**src/rtl/csr_bank_pkg.sv**
```systemverilog
package csr_bank_pkg;

  typedef enum logic [1:0] {
    TXN_IDLE  = 2'd0,
    TXN_READ  = 2'd1,
    TXN_WRITE = 2'd2
  } txn_kind_e;

  localparam int unsigned SLOT_CTRL  = 0;
  localparam int unsigned SLOT_CFG   = 1;
  localparam int unsigned SLOT_STAT  = 2;
  localparam int unsigned SLOT_ALRM  = 3;
  localparam int unsigned SLOT_BITS  = 4;
  localparam int unsigned SLOT_COUNT = 5;

endpackage

```
**src/rtl/csr_addr_decode.sv**
```systemverilog
module csr_addr_decode #(
  parameter int unsigned ADDR_W = 16,
  parameter int unsigned SLOTS  = 5,
  parameter logic [SLOTS*ADDR_W-1:0] MASK_VEC  = '0,
  parameter logic [SLOTS*ADDR_W-1:0] MATCH_VEC = '0
) (
  input  logic              clk,
  input  logic              rst,
  input  logic [ADDR_W-1:0] addr,
  output logic [SLOTS-1:0]  hit
);

  function automatic logic slot_hit(input logic [ADDR_W-1:0] a,
                                    input logic [ADDR_W-1:0] m,
                                    input logic [ADDR_W-1:0] v);
    return (a & m) == v;
  endfunction

  for (genvar s = 0; s < SLOTS; s++) begin : g_slot
    localparam logic [ADDR_W-1:0] M = MASK_VEC[s*ADDR_W +: ADDR_W];
    localparam logic [ADDR_W-1:0] V = MATCH_VEC[s*ADDR_W +: ADDR_W];
    assign hit[s] = slot_hit(addr, M, V);
  end

  // the map must be disjoint, so one address selects at most one slot
  p_single_hit_r1: assert property (@(posedge clk) disable iff (rst)
    $onehot0(hit));

endmodule

```
**src/rtl/csr_rw_reg.sv**
```systemverilog
module csr_rw_reg #(
  parameter int unsigned DATA_W    = 16,
  parameter int unsigned IDX_W     = 4,
  parameter logic [DATA_W-1:0] IMPL = '1,
  parameter bit          BIT_MODE  = 1'b0
) (
  input  logic              clk,
  input  logic              rst,
  input  logic              wr_en,
  input  logic [IDX_W-1:0]  bit_idx,
  input  logic [DATA_W-1:0] wdata,
  output logic [DATA_W-1:0] q
);

  localparam logic [DATA_W-1:0] LSB_ONE = {{(DATA_W-1){1'b0}}, 1'b1};

  function automatic logic [DATA_W-1:0] bit_merge(input logic [DATA_W-1:0] old,
                                                  input logic [DATA_W-1:0] d,
                                                  input logic [IDX_W-1:0] idx);
    logic [DATA_W-1:0] sel;
    sel = LSB_ONE << idx;
    return (old & ~sel) | (d & sel);
  endfunction

  logic [DATA_W-1:0] load_val;

  if (BIT_MODE) begin : g_bitwise
    assign load_val = bit_merge(q, wdata, bit_idx);
    // only the addressed bit may move on a write
    p_bit_only_r3: assert property (@(posedge clk) disable iff (rst)
      wr_en |=> ((q ^ $past(q)) & ~(LSB_ONE << $past(bit_idx))) == '0);
  end else begin : g_word
    assign load_val = wdata;
    // a word write lands in full (within implemented bits)
    p_word_load_r2: assert property (@(posedge clk) disable iff (rst)
      wr_en |=> q == ($past(wdata) & IMPL));
  end

  always_ff @(posedge clk) begin
    if (rst) q <= '0;
    else if (wr_en) q <= load_val & IMPL;
    else q <= q & IMPL;
  end

  // unimplemented bits never hold a 1
  p_unimpl_zero_r4: assert property (@(posedge clk) disable iff (rst)
    (q & ~IMPL) == '0);

  // without a write the contents hold
  p_hold_r9: assert property (@(posedge clk) disable iff (rst)
    !wr_en |=> $stable(q));

endmodule

```
**src/rtl/csr_w1c_reg.sv**
```systemverilog
module csr_w1c_reg #(
  parameter int unsigned DATA_W = 16
) (
  input  logic              clk,
  input  logic              rst,
  input  logic [DATA_W-1:0] set_evt,
  input  logic              clr_en,
  input  logic [DATA_W-1:0] clr_mask,
  output logic [DATA_W-1:0] q
);

  function automatic logic [DATA_W-1:0] sticky_next(input logic [DATA_W-1:0] cur,
                                                    input logic [DATA_W-1:0] set,
                                                    input logic [DATA_W-1:0] clr);
    return (cur & ~clr) | set;
  endfunction

  logic [DATA_W-1:0] clr_eff;
  assign clr_eff = clr_en ? clr_mask : '0;

  always_ff @(posedge clk) begin
    if (rst) q <= '0;
    else q <= sticky_next(q, set_evt, clr_eff);
  end

  // an event always leaves its bit set
  p_set_wins_r6: assert property (@(posedge clk) disable iff (rst)
    (|set_evt) |=> (q & $past(set_evt)) == $past(set_evt));

  // write-1 clears the selected bits that had no event
  p_clear_r5: assert property (@(posedge clk) disable iff (rst)
    clr_en |=> (q & $past(clr_mask) & ~$past(set_evt)) == '0);

  // with no event and no clear the bits hold
  p_sticky_hold_r5: assert property (@(posedge clk) disable iff (rst)
    (!clr_en && set_evt == '0) |=> $stable(q));

endmodule

```
**src/rtl/csr_class_bank.sv**
```systemverilog
module csr_class_bank #(
  parameter int unsigned ADDR_W = 16,
  parameter int unsigned DATA_W = 16,
  parameter logic [ADDR_W-1:0] CTRL_ADDR = 16'h0000,
  parameter logic [ADDR_W-1:0] CFG_ADDR  = 16'h0004,
  parameter logic [ADDR_W-1:0] STAT_ADDR = 16'h0008,
  parameter logic [ADDR_W-1:0] ALRM_ADDR = 16'h000C,
  parameter logic [ADDR_W-1:0] BITS_BASE = 16'h0010,
  parameter logic [DATA_W-1:0] CFG_IMPL  = 16'h0003
) (
  input  logic              clk,
  input  logic              rst,
  input  logic [1:0]        txn_kind,
  input  logic [ADDR_W-1:0] txn_addr,
  input  logic [DATA_W-1:0] txn_wdata,
  input  logic [DATA_W-1:0] hw_status,
  input  logic [DATA_W-1:0] alarm_evt,
  output logic [DATA_W-1:0] rd_data,
  output logic [DATA_W-1:0] ctrl_q,
  output logic [DATA_W-1:0] cfg_q,
  output logic [DATA_W-1:0] bits_q,
  output logic [DATA_W-1:0] alarm_q
);
  import csr_bank_pkg::*;

  localparam int unsigned SLOTS = SLOT_COUNT;
  localparam int unsigned IDX_W = $clog2(DATA_W);
  localparam logic [ADDR_W-1:0] FULL_MASK = '1;
  localparam logic [ADDR_W-1:0] BITS_MASK = FULL_MASK << IDX_W;
  localparam logic [SLOTS*ADDR_W-1:0] MASK_VEC =
    {BITS_MASK, FULL_MASK, FULL_MASK, FULL_MASK, FULL_MASK};
  localparam logic [SLOTS*ADDR_W-1:0] MATCH_VEC =
    {BITS_BASE, ALRM_ADDR, STAT_ADDR, CFG_ADDR, CTRL_ADDR};

  txn_kind_e         kind;
  logic              is_rd;
  logic              is_wr;
  logic [SLOTS-1:0]  hit;
  logic [SLOTS-1:0]  wr_hit;
  logic [DATA_W-1:0] slot_val [SLOTS];
  logic [DATA_W-1:0] rd_mux;

  assign kind   = txn_kind_e'(txn_kind);
  assign is_rd  = (kind == TXN_READ);
  assign is_wr  = (kind == TXN_WRITE);
  assign wr_hit = hit & {SLOTS{is_wr}};

  csr_addr_decode #(
    .ADDR_W(ADDR_W), .SLOTS(SLOTS),
    .MASK_VEC(MASK_VEC), .MATCH_VEC(MATCH_VEC)
  ) dec_i (
    .clk(clk), .rst(rst), .addr(txn_addr), .hit(hit)
  );

  csr_rw_reg #(.DATA_W(DATA_W), .IDX_W(IDX_W), .IMPL('1), .BIT_MODE(1'b0)) ctrl_i (
    .clk(clk), .rst(rst), .wr_en(wr_hit[SLOT_CTRL]),
    .bit_idx(txn_addr[IDX_W-1:0]), .wdata(txn_wdata), .q(ctrl_q)
  );

  csr_rw_reg #(.DATA_W(DATA_W), .IDX_W(IDX_W), .IMPL(CFG_IMPL), .BIT_MODE(1'b0)) cfg_i (
    .clk(clk), .rst(rst), .wr_en(wr_hit[SLOT_CFG]),
    .bit_idx(txn_addr[IDX_W-1:0]), .wdata(txn_wdata), .q(cfg_q)
  );

  csr_rw_reg #(.DATA_W(DATA_W), .IDX_W(IDX_W), .IMPL('1), .BIT_MODE(1'b1)) bits_i (
    .clk(clk), .rst(rst), .wr_en(wr_hit[SLOT_BITS]),
    .bit_idx(txn_addr[IDX_W-1:0]), .wdata(txn_wdata), .q(bits_q)
  );

  csr_w1c_reg #(.DATA_W(DATA_W)) alrm_i (
    .clk(clk), .rst(rst), .set_evt(alarm_evt),
    .clr_en(wr_hit[SLOT_ALRM]), .clr_mask(txn_wdata), .q(alarm_q)
  );

  assign slot_val[SLOT_CTRL] = ctrl_q;
  assign slot_val[SLOT_CFG]  = cfg_q;
  assign slot_val[SLOT_STAT] = hw_status;
  assign slot_val[SLOT_ALRM] = alarm_q;
  assign slot_val[SLOT_BITS] = bits_q;

  always_comb begin
    rd_mux = '0;
    for (int s = 0; s < SLOTS; s++) begin
      if (hit[s]) rd_mux = rd_mux | slot_val[s];
    end
  end

  always_ff @(posedge clk) begin
    if (rst) rd_data <= '0;
    else if (is_rd) rd_data <= rd_mux;
    else rd_data <= '0;
  end

  // only a read cycle produces nonzero read data
  p_quiet_bus_r9: assert property (@(posedge clk) disable iff (rst)
    !is_rd |=> rd_data == '0);

  // a status read returns the live hardware word
  p_status_read_r7: assert property (@(posedge clk) disable iff (rst)
    (is_rd && hit[SLOT_STAT]) |=> rd_data == $past(hw_status));

  // a write to the status slot moves no stored register
  p_status_nowrite_r7: assert property (@(posedge clk) disable iff (rst)
    (is_wr && hit[SLOT_STAT]) |=> $stable(ctrl_q) && $stable(cfg_q) && $stable(bits_q));

endmodule

```
**config.mk**
```make
export PLATFORM = sky130hd
export DESIGN_NAME = csr_class_bank
export DESIGN_NICKNAME = d
export VERILOG_FILES = /design/src/rtl/csr_bank_pkg.sv /design/src/rtl/csr_addr_decode.sv /design/src/rtl/csr_rw_reg.sv /design/src/rtl/csr_w1c_reg.sv /design/src/rtl/csr_class_bank.sv
export SDC_FILE = /design/constraint.sdc
export NUM_CORES = 1
export LEC_CHECK = 0
export BUFFER_PORTS_ARGS = -buffer_cell sky130_fd_sc_hd__buf_2
export CAP_MARGIN = 0
export CORE_UTILIZATION = 50
export DETAILED_ROUTE_END_ITERATION = 10
export PLACE_DENSITY = 0.82
export REMOVE_ABC_BUFFERS = 1
export SETUP_SLACK_MARGIN = 0.5
export SYNTH_ARGS = -nofsm -noshare
export SYNTH_HDL_FRONTEND = slang
export SYNTH_HIERARCHICAL = 1
export SYNTH_SLANG_ARGS = --single-unit
```
**constraint.sdc**
```tcl
create_clock -name clk -period 4.98 [get_ports clk]
set_input_delay 0.249 -clock clk [delete_from_list [all_inputs] [get_ports clk]]
set_output_delay 0.249 -clock clk [all_outputs]
set_load 0.01 [all_outputs]
```
==> results of run 1 <==
[cells in the mapped netlist, drive strengths merged]
cell type,n
a21oi,20
o41ai,12
conb,1
nor2b,13
or4,4
nor3,1
and2,4
mux2i,18
inv,28
buf,33
nor2,34
a311oi,16
clkbuf,7
a222oi,16
nor4,4
a22oi,16
o31ai,4
nand3b,2
o21ai,12
or3b,2
nand2,1
or4b,7
dfxtp,66
nand2b,2
nand3,1
[final timing paths]
check	start	endpoint
hold / removal	txn_wdata[14]	alrm_i/q[14]
setup / recovery	txn_addr[9]	ctrl_i/q[15]
setup reg to reg	ctrl_i/q[15]	rd_data[15]
hold reg to reg	flip-flop	flip-flop
[through the flow]
| stage | worst slack [ns] | instance area (sq um) |
|---|---|---|
| 2_1_floorplan | 1.78 | 2900 |
| 3_3_place_gp | 2.33 | 3730 |
| 3_5_place_dp | 2.25 | 3730 |
| 4_1_cts | 2.61 | 3930 |
| 5_1_grt | 2.49 | 3930 |
| 6_report | 2.61 | 3930 |
[cells by family after synthesis]
logic type             share of synthesized area [%]
AO/OA/AOI/OAI                                   25.9
buffers and inverters                           12.7
flip-flops                                      42.0
multiplexers                                    5.73
other                                          0.119
AND/OR/NAND/NOR                                 13.5
[area by class of cell]
cell class,count,area share (%)
Clock buffer,11,3.86
Timing Repair Buffer,139,18.1
Inverter,28,2.68
Clock inverter,3,1.02
Tap cell,75,2.39
Sequential cell,66,33.7
Multi-Input combinational cell,203,38.3
[layout by cell type (no fill, tap or decap)]
cell type / count
sky130_fd_sc_hd__clkbuf_8: 11
sky130_fd_sc_hd__conb_1: 14
sky130_fd_sc_hd__or4_4: 2
sky130_fd_sc_hd__dfxtp_1: 66
sky130_fd_sc_hd__nor3_2: 1
sky130_fd_sc_hd__and2_1: 4
sky130_fd_sc_hd__a22oi_1: 16
sky130_fd_sc_hd__inv_1: 28
sky130_fd_sc_hd__or4b_2: 1
sky130_fd_sc_hd__mux2i_1: 18
sky130_fd_sc_hd__nand2_1: 1
sky130_fd_sc_hd__or4b_1: 6
sky130_fd_sc_hd__o41ai_1: 12
sky130_fd_sc_hd__o21ai_0: 12
sky130_fd_sc_hd__nor4_2: 4
sky130_fd_sc_hd__nand3b_1: 2
sky130_fd_sc_hd__a311oi_1: 6
sky130_fd_sc_hd__bufinv_16: 1
sky130_fd_sc_hd__or4_1: 2
sky130_fd_sc_hd__nand2b_1: 2
sky130_fd_sc_hd__a222oi_1: 16
sky130_fd_sc_hd__nor2_1: 34
sky130_fd_sc_hd__nor2b_1: 13
sky130_fd_sc_hd__a21oi_1: 10
sky130_fd_sc_hd__nand3_1: 1
sky130_fd_sc_hd__buf_2: 133
sky130_fd_sc_hd__or3b_1: 2
sky130_fd_sc_hd__clkinv_2: 2
sky130_fd_sc_hd__buf_4: 6
sky130_fd_sc_hd__a311oi_2: 10
sky130_fd_sc_hd__a21oi_2: 10
sky130_fd_sc_hd__o31ai_1: 4
[power by group through the flow]
stage               combinational, W  sequential [W]  clock, W
global placement           0.0000915        0.000556         0
finish                     0.0000948        0.000544  0.000443
CTS                        0.0000941        0.000544  0.000449
detailed placement         0.0000938        0.000556         0
global route                0.000105        0.000545  0.000474
floorplan                  0.0000304        0.000559         0
[metal layers]
metal	track usage [%]	share of wire, %
met1	29.5	41
met2	45.8	50
met3	6.40	7.9
met4	13.0	1.7
met5	0	0
[critical path, stage by stage]
cell,delay [ns]
sky130_fd_sc_hd__buf_2,0.09
sky130_fd_sc_hd__or4_4,0.58
sky130_fd_sc_hd__nor4_2,0.32
sky130_fd_sc_hd__and2_1,0.95
sky130_fd_sc_hd__mux2i_1,0.32
sky130_fd_sc_hd__nor2_1,0.06
==> qor.yml, run 1 <==
placement:
  place_congestion: 0.778
  dp_hpwl_mm: 6.11
  placed_cells: 511
  portBuffers: 133
floorplan:
  design.portCount: 148
  core-area_sq_um: 5990
  start_util_pct: 52.5
  dieWidth_microns: 81.3
  rows: 28
  design.die.area_sq_um: 6610
  die_y_microns: 81.3
sta:
  worst_slew_pin_slew_ns: 1.18
  report.final.slew_viol_count: 0
  maxClockFrequency_mhz: 421
  timing.max_slew.rel_slack_pct: 21.5
  clock_tree_skew_after_final_layout_ns: 0.00584
  finalCriticalPeriod_ns: 2.37
  worst_hold_slack_ns: 0.133
  finalSetupViolations: 0
  unrepaired_setup_endpoints_after_global_routing: "no"
  min_period_over_period_pct: 47.7
  fin_tns_setup_ns: 0
  finalHoldViolCount: 0
cells_and_area:
  multiInputGateArea_sq_um: 1500
  share_of_the_core_filled_with_cells_in_the_final_layout_pct: 65.5
  num-fill-cells: 508
  final_nets: 515
  post_route_cells_drive_above_1_share_pct: 40.2
  stdcell_count: 525
  regArea_sq_um: 1320
  syn_to_final_growth_pct: 24.8
  antenna-diode-count: 0
detailed_routing:
  route.detailed.wl_per_inst_microns: 16.4
  drt_drc_violations_left: 0
  drtAntennaViolNets: 0
  detailedRoute.firstPassIterationCount: 5
  viasPerCell: 5.68
  wl_mm: 8.61
  starting_drc_count_in_detailed_routing: 260
  num_vias: 2984
worst_setup_path:
  r2r_cells: 2
  crit_fanout: 16
  cp_data_required_time_ns: 5.18
  timing.reg2reg.setup_slack_ns: 3.96
  critical_path_class: "in2reg"
  critPathLaunchType: "input pin"
  critical_path.endpoint_type: "flip-flop"
  critical_path_data_arrival_time_ns: 2.57
clock_network:
  cts-buffers-inserted: 9
  cts.repair_timing.setup_buffer_count: 0
  clk_path_buf_depth: 2
  cell_chosen_for_the_clock_root: "sky130_fd_sc_hd__clkbuf_8"
  h-tree-depth: 3
  post_cts_hold_buffer_count: 0
  clk_latency_ns: 0.34
  post_cts_resize_count: 0
  clkTransAtPathRegs_ns: 0.07
  clock_sink_count: 66
  tritoncts_clock_tree: "done"
global_routing:
  antenna_found_initial: 0
  global_route.overflow_total: 0
  total_global_routing_track_utilization_pct: 26.3
  grt_first_pass_wirelength_mm: 13.0
  first_global_vias: 2857
  grt_start_max_net_pins: 64
logic_synthesis:
  synth-seq-cells: 66
  synth_largest_area_cell: "sky130_fd_sc_hd__dfxtp_1"
  synth.top_cell.area_share_pct: 42.0
  netlist_instances: 324
  synth_cell_types: 33
  synth_area_sq_um: 3150
  synthesis.area_per_instance_sq_um: 9.71
  synth_seq_area_share_pct: 42.0
  ys_top_cells_by_area: "sky130_fd_sc_hd__dfxtp_1 42%, sky130_fd_sc_hd__mux2i_1 5.7%, sky130_fd_sc_hd__a222oi_1 5.1%"
  syn_warnings: 6
power_and_ir_drop:
  switching_power_w: 0.000256
  internal_power_w: 0.000826
  share_comb_of_total_power_pct: 8.8
  switching_share_pct: 23.6
  p_leak_nw: 1.73
  worst_ir_drop_vdd_mv: 0.157
  total_power_w: 0.00108
  pwr-share-clk_pct: 40.9
  pwr-share-seq_pct: 50.3
  power_density_nw_per_um2: 276
run_status:
  status: "complete, no violations"
hold_path:
  hold_path_depth: 2
  worst_hold_path_type: "in2reg"
run:
  max_cap_violations: 0
(Power assumes the default switching activity.)
==> run 2: changes to the inputs <==
--- a/config.mk
+++ b/config.mk
@@ -7,9 +7,9 @@
 export LEC_CHECK = 0
 export BUFFER_PORTS_ARGS = -buffer_cell sky130_fd_sc_hd__buf_2
 export CAP_MARGIN = 0
-export CORE_UTILIZATION = 50
+export CORE_UTILIZATION = 42
 export DETAILED_ROUTE_END_ITERATION = 10
-export PLACE_DENSITY = 0.82
+export PLACE_DENSITY = 0.73
 export REMOVE_ABC_BUFFERS = 1
 export SETUP_SLACK_MARGIN = 0.5
 export SYNTH_ARGS = -nofsm -noshare
==> constraint.sdc (replaced) <==
create_clock -name clk -period 2.1 [get_ports clk]
set_input_delay 0.105 -clock clk [delete_from_list [all_inputs] [get_ports clk]]
set_output_delay 0.105 -clock clk [all_outputs]
set_load 0.01 [all_outputs]
==> qor.yml, run 2 (synthesis gave the netlist of run 1 again) <==
global_routing:
  met3_usage_pct: 4.01  # -2.4 points
  global_route.overflow_total: 0  # unchanged
  groute.layer.met2.usage_pct: 41.3  # -4.6 points
  busiest_layer: "met2"
  grt_start_max_net_pins: 63  # -1.6%
  total_global_routing_track_utilization_pct: 24.9  # -1.4 points
  antenna_found_initial: 0  # unchanged
  first_global_vias: 2847  # -0.35%
  global_route.usage.met1_pct: 32.5  # +2.9 points
  grt_first_pass_wirelength_mm: 14.5  # +11%
power_and_ir_drop:
  worst_ir_drop_vdd_mv: 0.480  # +210%
  total_power_w: 0.00274  # +150%
  p_leak_nw: 2.10  # +21%
  power_density_nw_per_um2: 596  # +120%
worst_setup_path:
  r2r_cells: 2  # unchanged
  worstReg2RegEnd: "rd_data[11]"
  critical_path.cell_chain: "buf_6 > or4_4 > nor3_4 > and2_4 > or3b_4 > buf_8 > buf_6 > o41ai_4"
  critical_path_class: "in2reg"
  worstReg2RegStart: "ctrl_i/q[11]"
  crit_path_top_delay_cell: "sky130_fd_sc_hd__or4_4"
  cell_seen_most_often_among_critical_path_stages: "sky130_fd_sc_hd__buf_6"
  crit_fanout: 7  # -9
  critical_path_data_arrival_time_ns: 2.10  # -0.47 ns
  critical_path.endpoint_type: "flip-flop"
  cp_data_required_time_ns: 2.34  # -2.84 ns
  critical_path.max_stage_delay_ns: 0.56  # -0.39 ns
  timing.reg2reg.setup_slack_ns: 1.07  # -2.89 ns
  critPathLaunchType: "input pin"
cells_and_area:
  syn_to_final_growth_pct: 46.1
  share_of_the_core_filled_with_cells_in_the_final_layout_pct: 63.4  # -2.2 points
  final_nets: 552  # +7.2%
  most-common-layout-cells: "130 x sky130_fd_sc_hd__buf_2, 66 x sky130_fd_sc_hd__dfxtp_1, 34 x sky130_fd_sc_hd__nor2_1"
  design_area_sq_um: 4600  # +17%
  post_route_cells_drive_above_1_share_pct: 48.9  # +8.7 points
  antenna-diode-count: 0  # unchanged
  layout.cells.most_common: "sky130_fd_sc_hd__buf_2"
floorplan:
  design.portCount: 148  # unchanged
  design.die.area_sq_um: 7840  # +19%
  start_util_pct: 43.4  # -9.1 points
  dieWidth_microns: 88.5  # +8.9%
  rows: 31  # +11%
  die_y_microns: 88.5  # +8.9%
  core-area_sq_um: 7250  # +21%
clock_network:
  cts-buffers-inserted: 9  # unchanged
  h-tree-depth: 3  # unchanged
  cell_chosen_for_the_clock_root: "sky130_fd_sc_hd__clkbuf_8"
  clk_path_buf_depth: 2  # unchanged
  clkTransAtPathRegs_ns: 0.07  # about the same
  clk_latency_ns: 0.33  # about the same
  clock_sink_count: 66  # unchanged
  tritoncts_clock_tree: "done"
placement:
  place_congestion: 0.866  # +11%
  dp_hpwl_mm: 6.57  # +7.5%
  portBuffers: 133  # unchanged
  dpl-instance-area_sq_um: 3880  # +3.8%
hold_path:
  worst_hold_path_type: "in2reg"
  holdCritStartpoint: "txn_wdata[8]"
  hold_path_depth: 2  # unchanged
  whs_endpoint: "alrm_i/q[8]"
detailed_routing:
  num_vias: 3189  # +6.9%
  viasPerCell: 5.42  # -4.6%
  wl_mm: 10.6  # +23%
  drtAntennaViolNets: 0  # unchanged
  starting_drc_count_in_detailed_routing: 192  # -26%
  detailedRoute.firstPassIterationCount: 5  # unchanged
  drt_drc_violations_left: 0  # unchanged
  route.detailed.wl_per_inst_microns: 18.0  # +10%
sta:
  min_period_over_period_pct: 88.6
  finalSetupViolations: 0  # unchanged
  report.final.slew_viol_count: 0  # unchanged
  worst_slew_pin_slew_ns: 1.08  # -0.0988 ns
  timing.max_slew.rel_slack_pct: 28.0  # +6.6 points
  unrepaired_setup_endpoints_after_global_routing: "yes"
  finalHoldViolCount: 0  # unchanged
  maxClockFrequency_mhz: 537
  finalCriticalPeriod_ns: 1.86
  fin_tns_setup_ns: 0  # unchanged
  clock_tree_skew_after_final_layout_ns: 0.00725  # +0.00141 ns
run:
  max_cap_violations: 0  # unchanged
run_status:
  status: "complete, no violations"
## run 2: cell count changes in the layout (fill, tap and decap cells not counted), sizes merged
cell	previous run	this run
clkinvlp	0	1
dlygate4sd3	0	2
buf	139	173
bufinv	1	2
clkbuf	11	12
## run 2: where the power goes
part | internal (W) | total, W | switching, W
combinational | 0.000103 | 0.000256 | 0.000153
sequential | 0.00127 | 0.00129 | 0.0000172
clock | 0.000698 | 0.00119 | 0.000497
total | 0.00207 | 0.00274 | 0.000667
## run 2: worst max-delay path, delay by kind of cell
kind            cells  cell delay (ns)
compound gates      1             0.31
buf+inv             3             0.34
simple gates        4             1.34
## run 2: layout make-up
cell class / instances / area [sq um]
well taps: 99 / 124
clock buffers: 11 / 141
fillers: 640 / 2660
flip-flops and latches: 66 / 1320
multi-input cells: 203 / 1680
clock inverters: 5 / 77.6
repair buffers: 176 / 1150
inverters: 28 / 105
## run 2: per-layer routing
layer	vias to the layer above	share of wire [%]
met3	14	5.8
met4	0	1.8
li1	1503	-
met2	146	49
met5	-	0
met1	1526	43
## run 2: worst max path at each step
stage	start	to	slack [ns]	depth (start not counted)
floorplan	txn_addr[9]	ctrl_i/q[0]	-0.95	5
global placement	txn_addr[5]	flip-flop	-0.08	7
detailed placement	txn_addr[5]	flip-flop	-0.12	7
CTS	txn_addr[13]	flip-flop	0.33	7
global route	txn_addr[10]	flip-flop	0.21	7
finish	txn_addr[10]	flip-flop	0.24	8
## run 2: stage by stage
| step | setup WS, ns | hold WS [ns] | std cells |
|---|---|---|---|
| 3_5_place_dp | -0.124 | 0.346 | 550 |
| 4_1_cts | 0.330 | 0.00325 | 575 |
| 2_1_floorplan | -0.954 | 0.174 | 297 |
| 3_3_place_gp | -0.0836 | 0.340 | 550 |
| 6_report | 0.239 | 0.0126 | 588 |
| 5_1_grt | 0.206 | 0.00407 | 588 |
## run 2: repair_timing
item,in CTS,in global routing
resized for setup,10,69
pin swaps,3,24
cloned,1,3
endpoints found under the setup margin,47,65
hold endpoints to repair,2,0
buffers inserted,6,10
hold buffers,2,0
==> run 3: changes to the inputs <==
--- a/config.mk
+++ b/config.mk
@@ -9,10 +9,10 @@
 export CAP_MARGIN = 0
 export CORE_UTILIZATION = 42
 export DETAILED_ROUTE_END_ITERATION = 10
+export HOLD_SLACK_MARGIN = 0.08
 export PLACE_DENSITY = 0.73
 export REMOVE_ABC_BUFFERS = 1
 export SETUP_SLACK_MARGIN = 0.5
 export SYNTH_ARGS = -nofsm -noshare
 export SYNTH_HDL_FRONTEND = slang
-export SYNTH_HIERARCHICAL = 1
 export SYNTH_SLANG_ARGS = --single-unit
==> qor.yml, run 3 <==
run_status:
  status: "complete, no violations"
logic_synthesis:
  synth.top_cell.area_share_pct: 40.8  # -1.2 points
  synthesis.area_per_instance_sq_um: 8.46  # -13%
  synth_top_cells_by_count: "66 x sky130_fd_sc_hd__dfxtp_1, 60 x sky130_fd_sc_hd__a21oi_1, 46 x sky130_fd_sc_hd__o21ai_0, 28 x sky130_fd_sc_hd__a22oi_1"
  synth_edf_count: 0  # unchanged
  synth-seq-cells: 66  # unchanged
  synth_area_sq_um: 3240  # +3.0%
  netlist_instances: 383  # +18%
  synth_most_common_cell: "sky130_fd_sc_hd__dfxtp_1"
  synth_cell_types: 45  # +36%
  async_reset_ff_share_pct: 0  # unchanged
  syn_warnings: 0  # -6
  ys_top_cells_by_area: "sky130_fd_sc_hd__dfxtp_1 41%, sky130_fd_sc_hd__a21oi_1 9.3%, sky130_fd_sc_hd__o21ai_0 7.1%"
  synth_seq_area_share_pct: 40.8  # -1.2 points
  synth_largest_area_cell: "sky130_fd_sc_hd__dfxtp_1"
  yosys_most_used_dff: "sky130_fd_sc_hd__dfxtp_1"
sta:
  clock_tree_skew_after_final_layout_ns: 0.0149  # +0.00769 ns
  report.final.slew_viol_count: 0  # unchanged
  finalSetupViolations: 0  # unchanged
  maxClockFrequency_mhz: 689  # +28%
  finalHoldViolCount: 0  # unchanged
  worst_slew_pin_slew_ns: 0.618  # -0.462 ns
  setup_slack_ns: 0.649  # +0.409 ns
  unrepaired_setup_endpoints_after_global_routing: "no"
  finalCriticalPeriod_ns: 1.45  # -0.409 ns
  timing.max_slew.rel_slack_pct: 58.8  # +31 points
  min_period_over_period_pct: 69.1  # -19 points
power_and_ir_drop:
  pwr-share-clk_pct: 40.1  # -3.5 points
  worst_ir_drop_vdd_mv: 0.326  # -32%
  pwr-share-seq_pct: 47.2  # about the same
  power_density_nw_per_um2: 581  # -2.6%
  p_leak_nw: 2.01  # -4.3%
  internal_power_w: 0.00199  # -4.1%
  share_comb_of_total_power_pct: 12.6  # +3.3 points
  switching_power_w: 0.000738  # +11%
  switching_share_pct: 27.1  # +2.7 points
worst_setup_path:
  crit_path_top_delay_cell: "sky130_fd_sc_hd__or4b_2"
  critical_path_class: "in2reg"
  critPathLaunchType: "input pin"
  critical_path.max_stage_delay_ns: 0.67  # +0.11 ns
  critical_path.cell_chain: "buf_2 > or4b_2 > nor4_4 > buf_4 > a22oi_1 > a21oi_2"
  critical_path_data_arrival_time_ns: 1.72  # -0.38 ns
  cp_data_required_time_ns: 2.37  # +0.03 ns
  critical_path.endpoint_type: "flip-flop"
  crit_buf_inv: 2  # -1
  cp_top_family: "simple AND/OR/NAND/NOR gates"
  crit_fanout: 14  # +7
global_routing:
  global_route.overflow_total: 0  # unchanged
  grt_start_max_net_pins: 51  # -19%
  global_route.usage.met1_pct: 35.3  # +2.8 points
  antenna_found_initial: 0  # unchanged
  grt_first_pass_wirelength_mm: 17.8  # +23%
  first_global_vias: 3529  # +24%
  total_global_routing_track_utilization_pct: 27.8  # +2.9 points
  busiest_layer: "met2"
  groute.layer.met2.usage_pct: 47.0  # +5.7 points
  met3_usage_pct: 4.15  # +0.13 points
clock_network:
  cell_chosen_for_the_clock_root: "sky130_fd_sc_hd__clkbuf_8"
  clkTransAtPathRegs_ns: 0.07  # about the same
  tritoncts_clock_tree: "done"
  clk_path_buf_depth: 2  # unchanged
  clock_sink_count: 66  # unchanged
  cts-buffers-inserted: 9  # unchanged
  clk_latency_ns: 0.35  # +0.02 ns
  h-tree-depth: 3  # unchanged
placement:
  pre_cts_ws_ns: 0.216  # +0.339 ns
  dp_hpwl_mm: 7.33  # +12%
  place_congestion: 0.856  # -1.2%
  placed_cells: 609  # +11%
  portBuffers: 133  # unchanged
floorplan:
  start_util_pct: 44.0  # +0.59 points
  die_y_microns: 89.8  # +1.4%
  design.die.area_sq_um: 8070  # +2.9%
  design.portCount: 148  # unchanged
  core-area_sq_um: 7370  # +1.6%
  dieWidth_microns: 89.8  # +1.4%
  rows: 31  # unchanged
detailed_routing:
  starting_drc_count_in_detailed_routing: 235  # +22%
  drtAntennaViolNets: 0  # unchanged
  wl_mm: 11.2  # +5.8%
  viasPerCell: 5.58  # +2.9%
  route.detailed.wl_per_inst_microns: 16.7  # -7.4%
  num_vias: 3751  # +18%
  detailedRoute.firstPassIterationCount: 5  # unchanged
  drt_drc_violations_left: 0  # unchanged
run:
  max_cap_violations: 0  # unchanged
cells_and_area:
  final_nets: 636  # +15%
  layout.cells.most_common: "sky130_fd_sc_hd__buf_2"
  antenna-diode-count: 0  # unchanged
  post_route_cells_drive_above_1_share_pct: 34.2  # -15 points
  syn_to_final_growth_pct: 44.9
  most-common-layout-cells: "133 x sky130_fd_sc_hd__buf_2, 66 x sky130_fd_sc_hd__dfxtp_1, 60 x sky130_fd_sc_hd__a21oi_1"
  stdcell_count: 672  # +14%
hold_path:
  worst_hold_path_type: "in2reg"
-- run 3: cell types whose count changed in the layout (fill, tap and decap cells not counted), moves of 11 or more --
| cell | change |
|---|---|
| sky130_fd_sc_hd__nand3_1 | +19 |
| sky130_fd_sc_hd__nand4_1 | +18 |
| sky130_fd_sc_hd__a22oi_1 | +17 |
| sky130_fd_sc_hd__o21ai_0 | +43 |
| sky130_fd_sc_hd__a21oi_1 | +52 |
| sky130_fd_sc_hd__dlygate4sd3_1 | +43 |
| sky130_fd_sc_hd__nand2_1 | +19 |
| sky130_fd_sc_hd__a222oi_1 | -16 |
| sky130_fd_sc_hd__nor2_1 | -32 |
| sky130_fd_sc_hd__buf_4 | +11 |
| sky130_fd_sc_hd__buf_6 | -19 |
| sky130_fd_sc_hd__mux2i_1 | -17 |
| sky130_fd_sc_hd__inv_1 | -11 |
-- run 3: kinds of logic after synthesis --
group                  count (synthesis)  synth area share (%)
multiplexers                           3                  1.00
AO/OA/AOI/OAI                        147                  26.4
buffers and inverters                 62                  10.1
flip-flops                            66                  40.8
AND/OR/NAND/NOR                      104                  21.6
other                                  1                 0.116
-- run 3: worst paths after layout --
path,start,end,slack [ns],cells past startpoint
worst max-delay path,txn_addr[3],rd_data[8],0.65,6
worst min-delay path,hw_status[8],rd_data[8],0.09,3
worst max register to register,alrm_i.q[0],rd_data[0],0.87,4
worst min register to register,ctrl_i.q[7],ctrl_i.q[7],0.49,2
-- run 3: what timing repair did --
item,CTS,global route
buffers inserted,0,2
hold buffers,45,0
endpoints found under the setup margin,0,18
gates resized for setup,0,1
endpoints found under the hold margin,61,0
-- run 3: worst reg2reg max path: stages (launching register included) --
cell	delay [ns]
sky130_fd_sc_hd__dfxtp_1	0.35
sky130_fd_sc_hd__mux2_2	0.15
sky130_fd_sc_hd__a32oi_1	0.07
sky130_fd_sc_hd__or4_1	0.42
sky130_fd_sc_hd__a21oi_1	0.15
-- run 3: stage by stage --
stage | TNS, ns | hold WS, ns | util, % | cell area, sq um | power, W
after floorplan | -9.60 | 0.174 | - | 3030 | 0.00141
after global placement | 0 | 0.337 | 54.6 | 4020 | 0.00159
after detailed placement | 0 | 0.344 | 54.6 | 4020 | 0.00159
after CTS | 0 | 0.0884 | 63.4 | 4670 | 0.00273
after global routing | 0 | 0.130 | 63.7 | 4690 | 0.00283
final | 0 | 0.0947 | 63.7 | 4690 | 0.00273
-- run 3: layout make-up --
class | count | area, sq um
Fill cell | 640 | 2680
Multi-Input combinational cell | 268 | 1660
Timing Repair Buffer | 206 | 1330
Sequential cell | 66 | 1320
Clock buffer | 9 | 124
Tap cell | 99 | 124
Clock inverter | 7 | 77.6
Inverter | 17 | 63.8
-- run 3: power by group through the flow --
stage	combinational (W)	sequential [W]	clock (W)
floorplan	0.0000880	0.00133	0
global placement	0.000269	0.00132	0
detailed placement	0.000272	0.00132	0
CTS	0.000337	0.00129	0.00111
global route	0.000372	0.00129	0.00117
finish	0.000345	0.00129	0.00109
-- run 3: layer usage --
| metal | up-vias | part of all wire (%) |
|---|---|---|
| met2 | 174 | 49 |
| met5 | - | 0 |
| li1 | 1774 | - |
| met4 | 0 | 1.6 |
| met3 | 16 | 6.7 |
| met1 | 1787 | 43 |
